**config.mk**
```make
export PLATFORM = sky130hd
export DESIGN_NAME = ul_leg_drive
export DESIGN_NICKNAME = d
export VERILOG_FILES = /design/src/rtl/ul_pkg.sv /design/src/rtl/ul_prio.sv /design/src/rtl/ul_chan.sv /design/src/rtl/ul_leg_drive.sv
export SDC_FILE = /design/constraint.sdc
export NUM_CORES = 1
export LEC_CHECK = 0
export BUFFER_PORTS_ARGS = -buffer_cell sky130_fd_sc_hd__buf_2
export CAP_MARGIN = 0
export CORE_MARGIN = 8
export CORE_UTILIZATION = 45
export DETAILED_ROUTE_END_ITERATION = 10
export SLEW_MARGIN = 0
export SYNTH_ARGS = -nofsm -noshare
export SYNTH_HDL_FRONTEND = slang
export SYNTH_SLANG_ARGS = --single-unit
```
**constraint.sdc**
```tcl
create_clock -name clk -period 2.95 [get_ports clk]
set_input_delay 0.4425 -clock clk [delete_from_list [all_inputs] [get_ports clk]]
set_output_delay 0.4425 -clock clk [all_outputs]
set_load 0.05 [all_outputs]
```
**src/rtl/ul_pkg.sv**
```systemverilog
package ul_pkg;
  typedef logic [3:0] leg_t;

  localparam int unsigned DEV1 = 0;
  localparam int unsigned DEV2 = 1;
  localparam int unsigned DEV3 = 2;
  localparam int unsigned DEV4 = 3;

  // Outer device beats inner partner: 1 over 2, 4 over 3.
  function automatic leg_t apply_priority(leg_t c);
    leg_t r;
    r       = c;
    r[DEV2] = c[DEV2] & ~c[DEV1];
    r[DEV3] = c[DEV3] & ~c[DEV4];
    return r;
  endfunction

  // Index of the complementary (never-together) output.
  function automatic int unsigned opposite(int unsigned k);
    return (k + 2) % 4;
  endfunction
endpackage

```
**src/rtl/ul_prio.sv**
```systemverilog
module ul_prio
  import ul_pkg::*;
(
  input  logic [3:0] cmd_i,
  output logic [3:0] req_o
);
  always_comb req_o = apply_priority(cmd_i);
endmodule

```
**src/rtl/ul_chan.sv**
```systemverilog
module ul_chan #(
  parameter int unsigned DEAD_CYC = 8,
  localparam int unsigned CW = $clog2(DEAD_CYC + 1)
) (
  input  logic clk,
  input  logic rst,
  input  logic req_i,
  input  logic opp_on_i,
  input  logic tie_i,
  output logic on_o,
  output logic go_o
);
  localparam logic [CW-1:0] LAST = CW'(DEAD_CYC - 1);

  logic [CW-1:0] cnt_q;
  logic          on_q;
  logic          at_lim;

  assign at_lim = (cnt_q == LAST);
  // Rise is granted on the DEAD_CYC-th qualifying edge, unless the opposite wins.
  assign go_o   = req_i & ~on_q & at_lim & ~opp_on_i & ~tie_i;
  assign on_o   = on_q;

  always_ff @(posedge clk) begin
    if (rst) begin
      cnt_q <= '0;
      on_q  <= 1'b0;
    end else begin
      on_q <= req_i & (on_q | go_o);
      if (!req_i || opp_on_i) cnt_q <= '0;
      else if (!at_lim)       cnt_q <= cnt_q + 1'b1;
    end
  end

  a_r4_drop_now: assert property (@(posedge clk) disable iff (rst)
    !req_i |=> !on_q);
  a_r3_rise_after_count: assert property (@(posedge clk) disable iff (rst)
    (!on_q && req_i && !go_o) |=> !on_q);
  a_r6_blocked_by_opp: assert property (@(posedge clk) disable iff (rst)
    (opp_on_i && !on_q) |=> !on_q);
endmodule

```
**src/rtl/ul_leg_drive.sv**
```systemverilog
module ul_leg_drive #(
  parameter int unsigned DEAD_CYC = 8
) (
  input  logic       clk,
  input  logic       rst,
  input  logic [3:0] cmd_i,
  output logic [3:0] gate_o
);
  import ul_pkg::*;

  logic [3:0] req_w;
  logic [1:0] go_lo;
  logic [1:0] go_hi;

  ul_prio u_prio (.cmd_i(cmd_i), .req_o(req_w));

  for (genvar i = 0; i < 4; i++) begin : g_ch
    localparam int unsigned OPP = opposite(i);
    if (i < 2) begin : g_lo
      ul_chan #(.DEAD_CYC(DEAD_CYC)) u_ch (
        .clk(clk), .rst(rst), .req_i(req_w[i]), .opp_on_i(gate_o[OPP]),
        .tie_i(1'b0), .on_o(gate_o[i]), .go_o(go_lo[i]));
    end else begin : g_hi
      ul_chan #(.DEAD_CYC(DEAD_CYC)) u_ch (
        .clk(clk), .rst(rst), .req_i(req_w[i]), .opp_on_i(gate_o[OPP]),
        .tie_i(go_lo[i-2]), .on_o(gate_o[i]), .go_o(go_hi[i-2]));
    end
  end

  a_r1_reset_low: assert property (@(posedge clk) rst |=> gate_o == 4'b0000);
  a_r5_excl13: assert property (@(posedge clk) disable iff (rst)
    !(gate_o[0] && gate_o[2]));
  a_r5_excl24: assert property (@(posedge clk) disable iff (rst)
    !(gate_o[1] && gate_o[3]));
  a_r2_pri12: assert property (@(posedge clk) disable iff (rst)
    cmd_i[0] |=> !gate_o[1]);
  a_r2_pri43: assert property (@(posedge clk) disable iff (rst)
    cmd_i[3] |=> !gate_o[2]);
  a_r5_hi_grant3: assert property (@(posedge clk) disable iff (rst)
    go_hi[0] |=> gate_o[2]);
  a_r5_hi_grant4: assert property (@(posedge clk) disable iff (rst)
    go_hi[1] |=> gate_o[3]);
endmodule

```
# Word-level counts from Yosys, hierarchy flattened
# Cells that the tools add are included.
# op_classes
n_addsub	4
n_eq_ne	4
n_bitwise	32
reduce_logical	12
# ops
op	count
1-bit AND	20
4-bit by 1-bit adder with 4-bit output (second input constant)	4
4-bit by 3-bit == test with 1-bit output (second input constant)	4
1-bit inverter	8
2-bit OR reduction	4
1-bit logical NOT	4
1-bit logical OR	4
1-bit bitwise OR	4
# word_totals
regBits	20
in_bits	6
output_inout_bits	4
word_cells	60

# Longest topological paths before layout
# depth
word_depth	9
ltp_mapped	4
depth_no_buf	4

# Cells and area by module
# From an unflattened synthesis, not the netlist that was laid out.
# hier_totals
cells_unflattened	97
area_unflattened_um2	987.2
# by_module_without_submodules
mod	instances	cells_per_inst	area_each_um2	seq_area_each_um2
ul_chan	4	23	235.2	100.1
ul_prio	1	4	42.5	0.0
ul_leg_drive	1	1	3.8	0.0

# Worst setup path after synthesis
# Ideal clock, no wire load.
# synth_path
path_kind	register to register
from	register g_ch[1].g_lo.u_ch.cnt_q[0]
to	register g_ch[1].g_lo.u_ch.on_q
setup_time_ns	0.058
t_arrival_ns	1.082
required_ns	2.892
slack_ns	1.810
path_stages_with_launch	5
path_buffers	0
synth_period_minus_slack_ns	1.140
path_cell_list	dfxtp_1 > ha_1 > nand3b_4 > nor4b_2 > o21ba_1
# synth_between
elab_chain_cells	5
# synth_lines
item	line	source
from (decl)	ul_chan.sv:15	logic [CW-1:0] cnt_q;
from (signal assigned)	ul_chan.sv:31	else if (!at_lim) cnt_q <= cnt_q + 1'b1;
4-bit by 3-bit == test with 1-bit output	ul_chan.sv:19	assign at_lim = (cnt_q == LAST);
1-bit AND (2 in series)	ul_chan.sv:21	assign go_o = req_i & ~on_q & at_lim & ~opp_on_i & ~tie_i;
1-bit bitwise OR	ul_chan.sv:29	on_q <= req_i & (on_q | go_o);
1-bit AND	ul_chan.sv:29	
to (signal assigned)	ul_chan.sv:29	
to (decl)	ul_chan.sv:16	logic on_q;
# No other way between the ends.
# A chain may end at the register's enable or synchronous reset.

# Worst setup path after layout
# layout_path
from	register g_ch[3].g_hi.u_ch.on_q
to	output port gate_o[3]
# layout_lines
item	line	source
from (decl)	ul_chan.sv:16	
from (signal assigned)	ul_chan.sv:29	
to (decl)	ul_leg_drive.sv:7	output logic [3:0] gate_o
# No word-level cell between the ends.

==> results.md <==
- Run status: finished clean
- Via count: 643
- Worst-path fanout max: 4
- Ports: 10
- Worst path slowest cell: dfxtp_1
- Slew headroom: ~83%
- Seq pwr share: 53.3%
- Post-detail-place hpwl: around 1.1 mm
- Iteration-0 DRC Markers: 21
- GPL Wtd Cong: between 0.7 and 0.8
- First-pass GRT wire length: 2.48 mm
- Crit. path cell count: 1
- Row count: 16
- Initial Utilization: a little under half
- Commonest cells in the netlist: nor2_1, dfxtp_1, mux2i_1, nand3_1
- Area grow syn2layout: 11.1%
- Final slew viol count: 0
- Layout cells sized above 1: between 10% and 20%
- FF-to-FF setup slack: approximately 1700 ps
- Prevailing post-synth register cell: dfxtp_1
- Worst setup path end: gate_o[3]
- FMAX: 0.679 GHz
- Actual slew at the worst max-slew pin: about 260 ps
- Critical Path RT: around 2500 ps
- Crit. Startpoint: g_ch[3].g_hi.u_ch.on_o
- Post-synth EDFFs: 0
- Sw frac: a little under a fifth
- Die Area: around 3700 um2
- Most frequent cell after synthesis: nor2_1
- Max Cap Viol: 0
- Final Hold Fails: 0
- Critical Path Max Stage Delay: between 400 and 500 ps
- Fin Clk Skew: between 10 and 15 ps
- FFs w/ async S/R, synth: 0%
- Sw Pwr: 0.0986 mW
- R2R Path Start: g_ch[1].g_lo.u_ch.cnt_q[0]
- FF-to-FF path depth: 4
- Synth cell types: 21
- Setup TNS: 0 ps
- Final ANT Viol Nets: 0
- Layout net count: ~110
- CP Buf/Inv Count: 1
- DR pass1 iterations: 4
- Later-pin clock latency in the skew report: 300 ps
- Pint: approximately 0.42 mW
- Buffers on Ports: 9
- Avg Inst Size Synth: between 9 and 10 um2
- Worst-path clk slew: around 120 ps
- Initial antenna violation count: 0
- VDD IR max: 0.291 mV
- Unrepaired setup endpoints after global routing: false
- CTS tree: built
- Drt drc: 0
- Post-Syn Nets: just over 100
- Combinational group share of total power: between 4 and 5%
- GRT Total Usage: under 10%
- CP endpoint kind: primary output
- Critical path startpoint category: register
- Remaining global-route overflow: 0
- Post-synth top area share: between 40% and 50%
- Final setup viols: 0
- Hold path depth: 2
- Post-CTS Hold Buffers: 0
- Setup bufs post-CTS: 0
- H-tree Lvls: 1
- Total power: between 0.5 and 0.6 mW
- Syn Std Cell Area: between 900 and 1000 um2
- Kind of critical path: reg -> out
- Sequential area share after synthesis: between 40% and 50%
- Die span in x: roughly 61 um
- Hold Path Class: in -> reg
- Number of global-route vias before repair: approximately 600
- Power share of the clock group: 42.6%
- WP data arrival: 1030 ps
- Worst R2R End: g_ch[1].g_lo.u_ch.on_o
- WL per Instance: between 10 and 15 um
- Core area: ~1900 um2
- Period utilization: 49.9%
- Sink Count: 20
- Synth Register Bits: 20
- Routed WL: around 1.4 mm
- Leak Pwr: between 0.4 and 0.5 nW
- Die extent in y: 61.0 um
- Root buffer cell: clkbuf_4
- CTS buffer count: 3
- Max Root-Sink Buffers: 2
- Area leader, netlist: dfxtp_1
- Crit-path leading delay family: flip-flops
- Minimum clock period: 1470 ps
- N_diodes: 0
- Largest net degree at the start of global routing: 13
- Post_cts resized: 0
- Vias/cell: between 5 and 6
- Cells after Synth: slightly above 90
- Power per cell area: 515 nW/um2
- Top cells by area, synth: dfxtp_1, nor2_1, mux2i_1, ha_1, nand3_1
- Yosys warns: 0
- # fillers: around 190
- Worst-path cell chain: buf_2
==> power by group through the flow <==
stage                     Clock [mW]  Combinational, mW  Sequential, mW
after CTS                      0.230             0.0216           0.278
final                          0.222             0.0212           0.278
after floorplan                    0             0.0135           0.283
after detailed placement           0             0.0216           0.284
after global routing           0.242             0.0246           0.279
after global placement             0             0.0209           0.284
==> how the worst min path moves through the flow <==
| stage | from | endpoint | slack (ps) |
|---|---|---|---|
| CTS | rst | g_ch[3].g_hi.u_ch.on_o | 370 |
| finish | rst | g_ch[0].g_lo.u_ch.on_o | 380 |
| detailed placement | g_ch[0].g_lo.u_ch.cnt_q[1] | g_ch[0].g_lo.u_ch.cnt_q[1] | 520 |
| global placement | g_ch[0].g_lo.u_ch.cnt_q[1] | g_ch[0].g_lo.u_ch.cnt_q[1] | 510 |
| floorplan | g_ch[1].g_lo.u_ch.cnt_q[1] | g_ch[1].g_lo.u_ch.cnt_q[1] | 490 |
| global route | rst | g_ch[3].g_hi.u_ch.on_o | 370 |
==> final cells by class <==
| class | count | area (um2) | share of cell area (%) |
|---|---|---|---|
| Timing Repair Buffer | 9 | 45.0 | 4.45 |
| Sequential cell | 20 | 400 | 39.6 |
| Tap cell | 27 | 33.8 | 3.34 |
| Clock buffer | 3 | 22.5 | 2.22 |
| Clock inverter | 1 | 30.0 | 2.97 |
| Multi-Input combinational cell | 68 | 480 | 47.5 |
==> registers in the layout (all words and copies together) (netlist names) <==
name and cells:
g_ch.g_lo.u_ch.cnt_q 8, g_ch.g_hi.u_ch.on_o 2, g_ch.g_hi.u_ch.cnt_q 8, g_ch.g_lo.u_ch.on_o 2
==> through the flow <==
step / hold WS [ps] / std cells / cell area (um2) / util (%) / setup WS (ps)
floorplan: 488 / 92 / 911 / - / 1810
detailed placement: 521 / 124 / 960 / 49.4 / 1630
global placement: 506 / 124 / 960 / 49.4 / 1650
global route: 368 / 128 / 1010 / 52.1 / 1410
finish: 375 / 128 / 1010 / 52.1 / 1480
CTS: 366 / 128 / 1010 / 52.1 / 1460
==> cell usage in the layout (no fill, tap or decap) <==
| cell type | n |
|---|---|
| o2111a_1 | 1 |
| nand3_1 | 8 |
| o21ba_1 | 1 |
| buf_2 | 9 |
| and3b_2 | 1 |
| nor4bb_1 | 1 |
| or3b_1 | 2 |
| o21ai_0 | 4 |
| nand3b_1 | 4 |
| nor3b_1 | 1 |
| ha_1 | 4 |
| dfxtp_1 | 20 |
| nor4b_2 | 1 |
| xnor2_1 | 4 |
| nor2_1 | 23 |
| nand3b_4 | 1 |
| mux2i_1 | 8 |
| or4b_4 | 1 |
| clkbuf_4 | 3 |
| nand2_1 | 1 |
| o21bai_1 | 1 |
| and4bb_1 | 1 |
| bufinv_16 | 1 |
==> per-layer routing <==
metal / global-route usage (%) / vias to the layer above / part of all wire, % / routed length (um)
met5: 0 / - / 0 / 0
met4: 5.98 / 0 / 1.5 / 22
met3: 2.54 / 4 / 3.5 / 50
met2: 13.6 / 10 / 41 / 588
met1: 11.0 / 284 / 54 / 771
li1: - / 345 / - / -
==> cell families (layout without fill, tap and decap cells) <==
kind of cell             after synthesis  in the layout  synth area share (%)
AO/OA/AOI/OAI                          7              7                  5.36
XOR/XNOR                               4              4                  3.85
adder cells (fa/ha/maj)                4              4                  5.49
buffers and inverters                  4             13                  3.30
flip-flops                            20             20                  44.0
multiplexers                           8              8                  8.79
AND/OR/NAND/NOR                       45             45                  29.3
No activity file was read; power rests on OpenSTA's default activity.
